**config.mk**
```make
export PLATFORM = sky130hd
export DESIGN_NAME = trig_msg_gen
export DESIGN_NICKNAME = d
export VERILOG_FILES = /design/src/rtl/trig_pkg.sv /design/src/rtl/trig_edge_sync.sv /design/src/rtl/trig_evcount.sv /design/src/rtl/trig_serial.sv /design/src/rtl/trig_msg_gen.sv
export SDC_FILE = /design/constraint.sdc
export NUM_CORES = 1
export LEC_CHECK = 0
export BUFFER_PORTS_ARGS = -buffer_cell sky130_fd_sc_hd__buf_4
export CORE_ASPECT_RATIO = 0.5
export CORE_MARGIN = 1
export CORE_UTILIZATION = 55
export CTS_CLUSTER_SIZE = 30
export DETAILED_ROUTE_END_ITERATION = 8
export GPL_TIMING_DRIVEN = 0
export PLACE_DENSITY = 0.83
export SETUP_SLACK_MARGIN = 0.15
export SKIP_LAST_GASP = 1
export SLEW_MARGIN = 15
export SYNTH_ARGS = -nofsm -noshare
export SYNTH_HDL_FRONTEND = slang
export SYNTH_HIERARCHICAL = 1
export SYNTH_SLANG_ARGS = --single-unit
```
**constraint.sdc**
```tcl
create_clock -name clk -period 3.1 [get_ports clk]
set_input_delay 0 -clock clk [delete_from_list [all_inputs] [get_ports clk]]
set_output_delay 0 -clock clk [all_outputs]
set_load 0.005 [all_outputs]
```
**src/rtl/trig_pkg.sv**
```systemverilog
// Shared constants for the trigger generator: field positions in the
// configuration and options words, and the widths of the message parts.
package trig_pkg;
    localparam int EXT_SRC_N    = 4;                  // asynchronous trigger lines
    localparam int SRC_N        = EXT_SRC_N + 1;      // plus software strobe
    localparam int HALF_W       = 16;                 // one half of the message
    localparam int MSG_W        = 2 * HALF_W;
    localparam int EVN_W        = 15;                 // event number width
    localparam int TAG_W        = 2;                  // tag width (counter extension)
    localparam int CFG_W        = 26;
    localparam int CFG_TAG_LO   = EVN_W;              // 16:15
    localparam int CFG_PSEL     = 17;
    localparam int CFG_THR_DIS  = 18;
    localparam int CFG_LATCH    = 19;
    localparam int CFG_MASK_LO  = 20;                 // 24:20
    localparam int CFG_FLOW_SRC = 25;
    localparam int OPT_W        = HALF_W + 1;
    localparam int OPT_EXT_RO   = HALF_W;             // strip bit, not sent
    localparam int OPT_CAL      = 15;                 // calibration strobe in upper half
    localparam int OPT_TACK     = 14;                 // trigger acknowledge in upper half
endpackage

```
**src/rtl/trig_edge_sync.sv**
```systemverilog
// Brings W asynchronous lines into the clock domain through two flops each
// and emits a one-cycle pulse for every rising edge seen after them.
// Assumes each input stays stable for at least two clock cycles.
module trig_edge_sync #(
    parameter int W = 4
) (
    input  logic         clk,
    input  logic         rst_n,
    input  logic [W-1:0] async_i,
    output logic [W-1:0] rise_o
);
    for (genvar g = 0; g < W; g++) begin : g_line
        logic [2:0] sr;
        // two synchronizer stages plus one history stage for edge detection
        always_ff @(posedge clk) begin
            if (!rst_n) sr <= '0;
            else        sr <= {sr[1:0], async_i[g]};
        end
        assign rise_o[g] = sr[1] & ~sr[2];
    end
endmodule

```
**src/rtl/trig_evcount.sv**
```systemverilog
// Event counter with run seed. A 0-to-1 change of latch_i loads
// {tag, event number} and the parity select; step_i then adds one, wrapping
// to zero. Assumes latch_i and step_i are synchronous to clk.
module trig_evcount #(
    parameter int EVN_W = 15,
    parameter int TAG_W = 2
) (
    input  logic             clk,
    input  logic             rst_n,
    input  logic             latch_i,
    input  logic [EVN_W-1:0] seed_evn_i,
    input  logic [TAG_W-1:0] seed_tag_i,
    input  logic             seed_psel_i,
    input  logic             step_i,
    output logic [EVN_W-1:0] evn_o,
    output logic             psel_o
);
    localparam int CNT_W = EVN_W + TAG_W;

    logic [CNT_W-1:0] cnt;
    logic             latch_q;

    // history of the latch control bit for rising-edge detection
    always_ff @(posedge clk) begin
        if (!rst_n) latch_q <= 1'b0;
        else        latch_q <= latch_i;
    end

    // seed load on the rising latch bit, otherwise count accepted messages
    always_ff @(posedge clk) begin
        if (!rst_n) begin
            cnt    <= '0;
            psel_o <= 1'b0;
        end else if (latch_i && !latch_q) begin
            cnt    <= {seed_tag_i, seed_evn_i};
            psel_o <= seed_psel_i;
        end else if (step_i) begin
            cnt    <= cnt + 1'b1;
        end
    end

    assign evn_o = cnt[EVN_W-1:0];
endmodule

```
**src/rtl/trig_serial.sv**
```systemverilog
// Shifts out a start bit (1) followed by the W-bit word, MSB first, one bit
// per cycle. busy_o is high for the W+1 cycles of the frame. Assumes load_i
// is only raised while busy_o is low.
module trig_serial #(
    parameter int W = 32
) (
    input  logic         clk,
    input  logic         rst_n,
    input  logic         load_i,
    input  logic [W-1:0] data_i,
    output logic         ser_o,
    output logic         busy_o
);
    localparam int CW = $clog2(W + 2);

    logic [W:0]    sh;
    logic [CW-1:0] left;

    // frame load and per-cycle shift with a count of bits still on the line
    always_ff @(posedge clk) begin
        if (!rst_n) begin
            sh   <= '0;
            left <= '0;
        end else if (load_i) begin
            sh   <= {1'b1, data_i};
            left <= CW'(W + 1);
        end else if (left != '0) begin
            sh   <= {sh[W-1:0], 1'b0};
            left <= left - 1'b1;
        end
    end

    assign busy_o = (left != '0);
    assign ser_o  = busy_o & sh[W];
endmodule

```
**src/rtl/trig_msg_gen.sv**
```systemverilog
// Trigger decision, message assembly and serial send. Masks five sources,
// applies the throttle veto, builds the 32-bit message from the options word
// and the event counter, and starts the serializer when it is idle. Busy-time
// triggers are dropped and counted. Also forms the flow-control output.
// Assumes cfg_i, opt_i, throttle_i and sw_trig_wr_i are synchronous to clk.
module trig_msg_gen
    import trig_pkg::*;
#(
    parameter int DROP_W = 8
) (
    input  logic                 clk,
    input  logic                 rst_n,
    input  logic [CFG_W-1:0]     cfg_i,
    input  logic [OPT_W-1:0]     opt_i,
    input  logic                 sw_trig_wr_i,
    input  logic [EXT_SRC_N-1:0] ext_trig_i,
    input  logic                 throttle_i,
    input  logic                 sw_flow_i,
    input  logic                 fifo_afull_i,
    output logic                 flow_o,
    output logic                 trig_o,
    output logic [MSG_W-1:0]     msg_o,
    output logic                 ser_o,
    output logic                 busy_o,
    output logic [DROP_W-1:0]    drop_cnt_o
);
    logic [EXT_SRC_N-1:0] ext_rise;
    logic [SRC_N-1:0]     src, armed;
    logic                 thr_ok, req, accept, ext_cause;
    logic [EVN_W-1:0]     evn;
    logic                 psel;
    logic [HALF_W-1:0]    upper;
    logic                 par_raw;
    logic [MSG_W-1:0]     msg_next;

    trig_edge_sync #(.W(EXT_SRC_N)) u_sync (
        .clk     (clk),
        .rst_n   (rst_n),
        .async_i (ext_trig_i),
        .rise_o  (ext_rise)
    );

    // source gating: software strobe on top, disable-active mask, throttle veto
    assign src       = {sw_trig_wr_i, ext_rise};
    assign armed     = src & ~cfg_i[CFG_MASK_LO +: SRC_N];
    assign thr_ok    = !throttle_i || cfg_i[CFG_THR_DIS];
    assign req       = (|armed) && thr_ok;
    assign accept    = req && !busy_o;
    assign ext_cause = |armed[EXT_SRC_N-1:0];

    trig_evcount #(.EVN_W(EVN_W), .TAG_W(TAG_W)) u_cnt (
        .clk         (clk),
        .rst_n       (rst_n),
        .latch_i     (cfg_i[CFG_LATCH]),
        .seed_evn_i  (cfg_i[EVN_W-1:0]),
        .seed_tag_i  (cfg_i[CFG_TAG_LO +: TAG_W]),
        .seed_psel_i (cfg_i[CFG_PSEL]),
        .step_i      (accept),
        .evn_o       (evn),
        .psel_o      (psel)
    );

    // message assembly: options half (stripped on external cause), event number, parity
    always_comb begin
        upper = opt_i[HALF_W-1:0];
        if (ext_cause && opt_i[OPT_EXT_RO]) begin
            upper[OPT_CAL]  = 1'b0;
            upper[OPT_TACK] = 1'b0;
        end
        par_raw  = ^{upper, evn};
        msg_next = {upper, evn, (psel ? par_raw : ~par_raw)};
    end

    // capture of the accepted message and the accept pulse
    always_ff @(posedge clk) begin
        if (!rst_n) begin
            trig_o <= 1'b0;
            msg_o  <= '0;
        end else begin
            trig_o <= accept;
            if (accept) msg_o <= msg_next;
        end
    end

    // saturating count of triggers lost to a busy serializer
    always_ff @(posedge clk) begin
        if (!rst_n)                                  drop_cnt_o <= '0;
        else if (req && busy_o && drop_cnt_o != '1)  drop_cnt_o <= drop_cnt_o + 1'b1;
    end

    trig_serial #(.W(MSG_W)) u_ser (
        .clk    (clk),
        .rst_n  (rst_n),
        .load_i (accept),
        .data_i (msg_next),
        .ser_o  (ser_o),
        .busy_o (busy_o)
    );

    // flow control: software bit, optionally ORed with FIFO almost-full
    assign flow_o = sw_flow_i | (cfg_i[CFG_FLOW_SRC] & fifo_afull_i);
endmodule

```
== After elaboration in Yosys (flattened, before gate mapping) ==
Cells that the tools add are included.

* Shifts and indexed selects: 0
* Add/subtract/negate cells: 3
* $lt $le $gt $ge: 0
* Bitwise logic cells: 15
* Equal/unequal tests: 1
* Multipliers: 0
* Mux-type cells: 8
* Reductions and logical operators: 17
* Div/mod/pow operators: 0

{| class="wikitable"
|+ Operator list
! cell !! number
|-
| 33-bit 2-to-1 mux || 2
|-
| 17-bit 2-to-1 mux || 2
|-
| 31-bit XOR reduction || 1
|-
| 17-bit by 1-bit adder with 17-bit output, second input constant || 1
|-
| 6-bit 2-to-1 mux || 2
|-
| 8-bit by 1-bit adder with 8-bit output, second input constant || 1
|-
| 8-bit != test, second input constant || 1
|-
| 1-bit AND || 6
|-
| 1-bit logical AND || 6
|-
| 1-bit inverter || 6
|-
| 6-bit nonzero test || 1
|-
| 6-bit by 1-bit subtractor with 6-bit output, second input constant || 1
|-
| 5-bit AND || 1
|-
| 5-bit inverter || 1
|-
| 5-bit OR reduction || 1
|-
| 2-bit nonzero test || 2
|-
| 4-bit OR reduction || 1
|-
| 1-bit zero test || 3
|-
| 2-bit 2-to-1 mux || 1
|-
| 2-bit OR reduction || 1
|-
| 1-bit logical OR || 1
|-
| 1-bit 2-to-1 mux || 1
|-
| 1-bit bitwise OR || 1
|}

* Word-level logic and storage cells: 57
* Flip-flop bits (word level): 111
* Latch bits: 0
* RAM bits: 0
* Memories kept: 0
* Memory bits (read-only): 0
* Output and inout port bits: 44

== Depth between registers and ports, before layout ==
* Depth after elaboration: 10
* Mapped depth: 12
* Mapped depth without buffers: 9

== Hierarchy ==
The synthesis kept the hierarchy.

{| class="wikitable"
|+ By module, submodules not included
! module !! cells an instance !! area an instance (sq um) !! instances !! seq. area each (sq um)
|-
| trig_msg_gen || 194 || 1909.3 || 1 || 820.8
|-
| trig_serial || 223 || 1805.5 || 1 || 780.7
|-
| trig_evcount || 101 || 880.8 || 1 || 340.3
|-
| trig_edge_sync || 29 || 361.6 || 1 || 240.2
|}

== Worst setup path after synthesis ==
Ideal clock, no wire load.

* Kind: register to register
* Start: reg u_sync.g_line[1].sr[1]
* End: reg u_cnt.cnt[12]
* Arrival: 2350 ps
* Required time: 3014 ps
* Stages on the path, launching flop included: 12
* Setup slack: 664 ps
* Cells stage by stage: dfxtp_1 nor2b_1 nor2b_1 or4_4 o22ai_4 nor2_4 buf_6 buf_2 nand3_1 nor2_1 and4_1 a211oi_1

* Word-level cells in the longest chain between the ends: 6

{| class="wikitable"
|+ Ends and longest elaborated chain
! item !! RTL line !! text
|-
| from (decl) || trig_edge_sync.sv:13 || <nowiki>logic [2:0] sr;</nowiki>
|-
| from (signal assigned) || trig_edge_sync.sv:17 || <nowiki>else sr <= {sr[1:0], async_i[g]};</nowiki>
|-
| 1-bit AND || trig_edge_sync.sv:19 || <nowiki>assign rise_o[g] = sr[1] & ~sr[2];</nowiki>
|-
| via ext_rise[1] || trig_msg_gen.sv:27 || <nowiki>logic [EXT_SRC_N-1:0] ext_rise;</nowiki>
|-
| 5-bit AND || trig_msg_gen.sv:45 || <nowiki>assign armed = src & ~cfg_i[CFG_MASK_LO +: SRC_N];</nowiki>
|-
| 5-bit OR reduction || trig_msg_gen.sv:47 || <nowiki>assign req = (|armed) && thr_ok;</nowiki>
|-
| 1-bit logical AND || trig_msg_gen.sv:47 ||
|-
| 1-bit logical AND || trig_msg_gen.sv:48 || <nowiki>assign accept = req && !busy_o;</nowiki>
|-
| via accept || trig_msg_gen.sv:29 || <nowiki>logic thr_ok, req, accept, ext_cause;</nowiki>
|-
| 2-bit nonzero test (no line) || - ||
|-
| to (signal assigned) || trig_evcount.sv:35 || <nowiki>cnt <= {seed_tag_i, seed_evn_i};</nowiki>
|-
| to (signal assigned) || trig_evcount.sv:38 || <nowiki>cnt <= cnt + 1'b1;</nowiki>
|-
| to (decl) || trig_evcount.sv:20 || <nowiki>logic [CNT_W-1:0] cnt;</nowiki>
|}

The timed path passes the listed nets, and every way through them passes these cells.
A chain may end at the register's enable or synchronous reset.

== Worst setup path after layout ==
Same ends and word-level chain as after synthesis.

==> results.txt <==
----------------------------------------------------
[Placed design]
  Number of port buffers ... 94
  Number of placed cells counting well taps ... 758
  Placement Cell Area ... 5809 um^2
  Final estimated routing congestion in global placement ... 0.8439
  HPWL Detailed ... 8193 um

[Worst setup path]
  Endpoint type of the worst setup path ... register
  Worst path most repeated cell ... nor2b_1
  Worst path max stage delay ... 0.54 ns
  Crit path max fanout ... 12
  CP Data Arrival Time ... 2.94 ns
  Critical Setup Path Class ... register to register
  Worst-case reg-to-reg path depth ... 11
  Critical Path Start Type ... register
  Cell-by-cell trace of the critical path ... nor2b_1, nor2b_1, or4_4, o22ai_4, nor2_4, buf_6, buf_2, nand3_1, nor2_1, and4_1, a211oi_1
  Worst EP required ... 3.38 ns
  Cell type of the slowest stage on the worst timing path ... or4_4

[Synth]
  Count of cell types in the netlist ... 46
  EDFF count, synth ... 0
  Share of synthesized registers carrying an async set or reset ... 0%
  Post-Syn Nets ... 604
  Top flip-flop cell by instance count after synthesis ... dfxtp_1
  Post-synthesis cell area ... 4957 um^2
  Synth area leader ... dfxtp_1
  Share of the synthesized area in the top cell type ... 44.02%
  Top cell types by occurrence after synthesis ... dfxtp_1, nor2_1, a21oi_1, xnor2_1, o21ai_0
  Flip-flop and latch count after synthesis ... 109
  Number of warnings issued by yosys ... 6
  Cell with the most instances after synthesis ... dfxtp_1
  Post-synthesis area per instance ... 9.063 um^2
  Most area-consuming cells after synthesis ... dfxtp_1, xnor2_1, mux2i_1
  Post-Synthesis Cells ... 547
  Portion of the post-synthesis area used by sequential elements ... 44.02%

[Die]
  Area of the core ... 8738 um^2
  Standard-cell rows ... 24
  Die Wd ... 136.3 um
  Top-level I/O count ... 97
  Die height ... 69.13 um
  Starting Density ... 56.73%
  Die footprint ... 9420 um^2

[Status]
  Result of the run ... finished with violations
  Failing checks ... negative hold slack

[Timing]
  Setup violators final ... 0
  Final critical-path required period ... 2.661 ns
  Setup repair after global routing missed its margin ... no
  Clock Skew ... 0.005198 ns
  Sum Neg Setup Slack ... 0 ns
  Final number of hold-violating endpoints ... 1
  Least-Margin Pin Slew ... 0.7367 ns
  Worst hold slack across all endpoints ... -0.009829 ns
  Max transition margin ... 50.24%
  Period utilization ... 85.85%
  Maximum clock frequency ... 375.8 MHz
  Final max-slew violation count ... 0

[Power]
  Power after layout ... 5232 uW
  Peak ir drop on the vdd network ... 0.0005451 V
  Power density relative to cell area ... 806.4 nW/um^2
  Static leakage power ... 0.002487 uW

[Route]
  Vias ... 4607
  Final antenna-violating net count ... 0
  Remaining DRCs ... 0
  Iteration-0 DRC Markers ... 364
  Average routed wire per standard cell ... 15.42 um
  Total routed wirelength ... 12480 um
  Number of vias per cell after detailed routing ... 5.695
  Pre-antenna DRT Iters ... 5

[Final layout]
  # nets final ... 745
  Number of non-filler instances in the completed layout ... 809
  Final core utilization ... 74.24%
  Fraction of final layout cells with drive strength greater than 1 ... 21.24%
  P&R area growth vs syn ... 30.87%
  Design Area, Final ... 6487 um^2
  Diodes inserted ... 0

[Global routing]
  Antenna violations before repair ... 0
  Global-route usage over all layers ... 27.61%
  Maximum number of pins on one net before global-route repair ... 19
  Leftover overflow at the end of global routing ... 0
  Number of global-route vias before repair ... 4184
  Global-route wire length before repair ... 20420 um

[Clock tree]
  Clk_lat worst skew ... 0.35 ns
  CTS tree ... done
  Total clock buffers created by CTS ... 9
  TritonCTS sink count ... 109
  Clk root buf ... clkbuf_16
  Clock-pin slew of the registers on the worst-case setup and hold paths ... 0.07 ns
  Clock buffer depth ... 2
  H-tree depth reported by CTS ... 3

[Job]
  Max Cap Viol ... 0

[Min path]
  Hold Crit Class ... input port to register
  Worst hold path stage count ... 3

----------------------------------------------------
==> power breakdown <==
group / switching [uW] / internal, uW
registers: 192 / 1650
logic: 1250 / 889
clock network: 542 / 714
total: 1980 / 3250
==> logic make-up (layout without fill, tap and decap cells) <==
logic type	count (synthesis)	in the layout	synth area share (%)
xor gates and xnor gates	51	51	9.288
muxes	32	32	6.461
buffers and inverters	47	192	4.947
adders and majority gates	4	4	1.010
DFF	109	109	44.02
and+or+nand+nor	135	135	14.82
AOI/OAI and AO/OA	169	169	19.46
==> layout make-up <==
| cell class | count | area, um^2 |
|---|---|---|
| Multi-Input combinational cell | 391 | 2530 |
| Fill cell | 630 | 2251 |
| Sequential cell | 109 | 2182 |
| Timing Repair Buffer | 130 | 1061 |
| Clock buffer | 9 | 225.2 |
| Buffer | 37 | 207.7 |
| Tap cell | 117 | 146.4 |
| Clock inverter | 6 | 97.59 |
| Inverter | 10 | 37.54 |
==> flip-flops by register name (all words and copies together) (netlist names) <==
register	flops
u_cnt/psel_o	1
u_cnt/cnt	15
u_ser/left	6
trig_o	1
msg_o	32
u_ser/sh	33
u_cnt/latch_q	1
drop_cnt_o	8
u_sync/g_line.sr	12
==> layer usage <==
metal	up-vias	GRT usage, %	part of all wire [%]
met1	2186	38.31	46
li1	2224	-	-
met3	27	6.328	6.7
met2	170	41.51	46
met4	0	10.62	1.8
met5	-	0	0
==> worst paths after layout <==
path / end / slack, ns / from
max: u_cnt/cnt[12]$_SDFFE_PN0P_ / 0.44 / u_sync/g_line[1].sr[1]$_SDFF_PN0_
min: u_cnt/cnt[12]$_SDFFE_PN0P_ / -0.01 / cfg_i[12]
max reg2reg: u_cnt/cnt[12]$_SDFFE_PN0P_ / 0.44 / u_sync/g_line[1].sr[1]$_SDFF_PN0_
min reg2reg: u_sync/g_line[0].sr[1]$_SDFF_PN0_ / 0.43 / u_sync/g_line[0].sr[0]$_SDFF_PN0_
==> layout by cell type (no fill, tap or decap), types with 32 or more instances in the layout <==
cell type	count
o21ai_0	41
mux2i_1	32
dfxtp_1	109
buf_4	96
o21ai_1	35
dlygate4sd3_1	34
nor2_1	49
a21oi_1	44
a31oi_1	33
xnor2_1	44
==> what timing repair did <==
item,in CTS,in global routing
setup endpoints to repair,0,19
resized for setup,0,0
hold endpoints to repair,48,0
setup buffers,0,2
hold buffers,34,0
==> critical path, delay by kind of cell (launching register included) <==
| family | cells | cell delay [ns] |
|---|---|---|
| AND/OR/NAND/NOR | 7 | 1.42 |
| AO/OA/AOI/OAI | 2 | 0.50 |
| buffers and inverters | 2 | 0.34 |
| flip-flops | 1 | 0.31 |
==> per-stage QoR <==
stage | setup WS, ns | hold WS (ns)
after floorplan | 0.6645 | 0.07282
after global placement | 0.3629 | 0.2096
after detailed placement | 0.2972 | 0.2123
after CTS | 0.2731 | 0.008311
after global routing | 0.1868 | 0.03563
final | 0.4387 | -0.009829
Power figures use the tool's default switching activity.
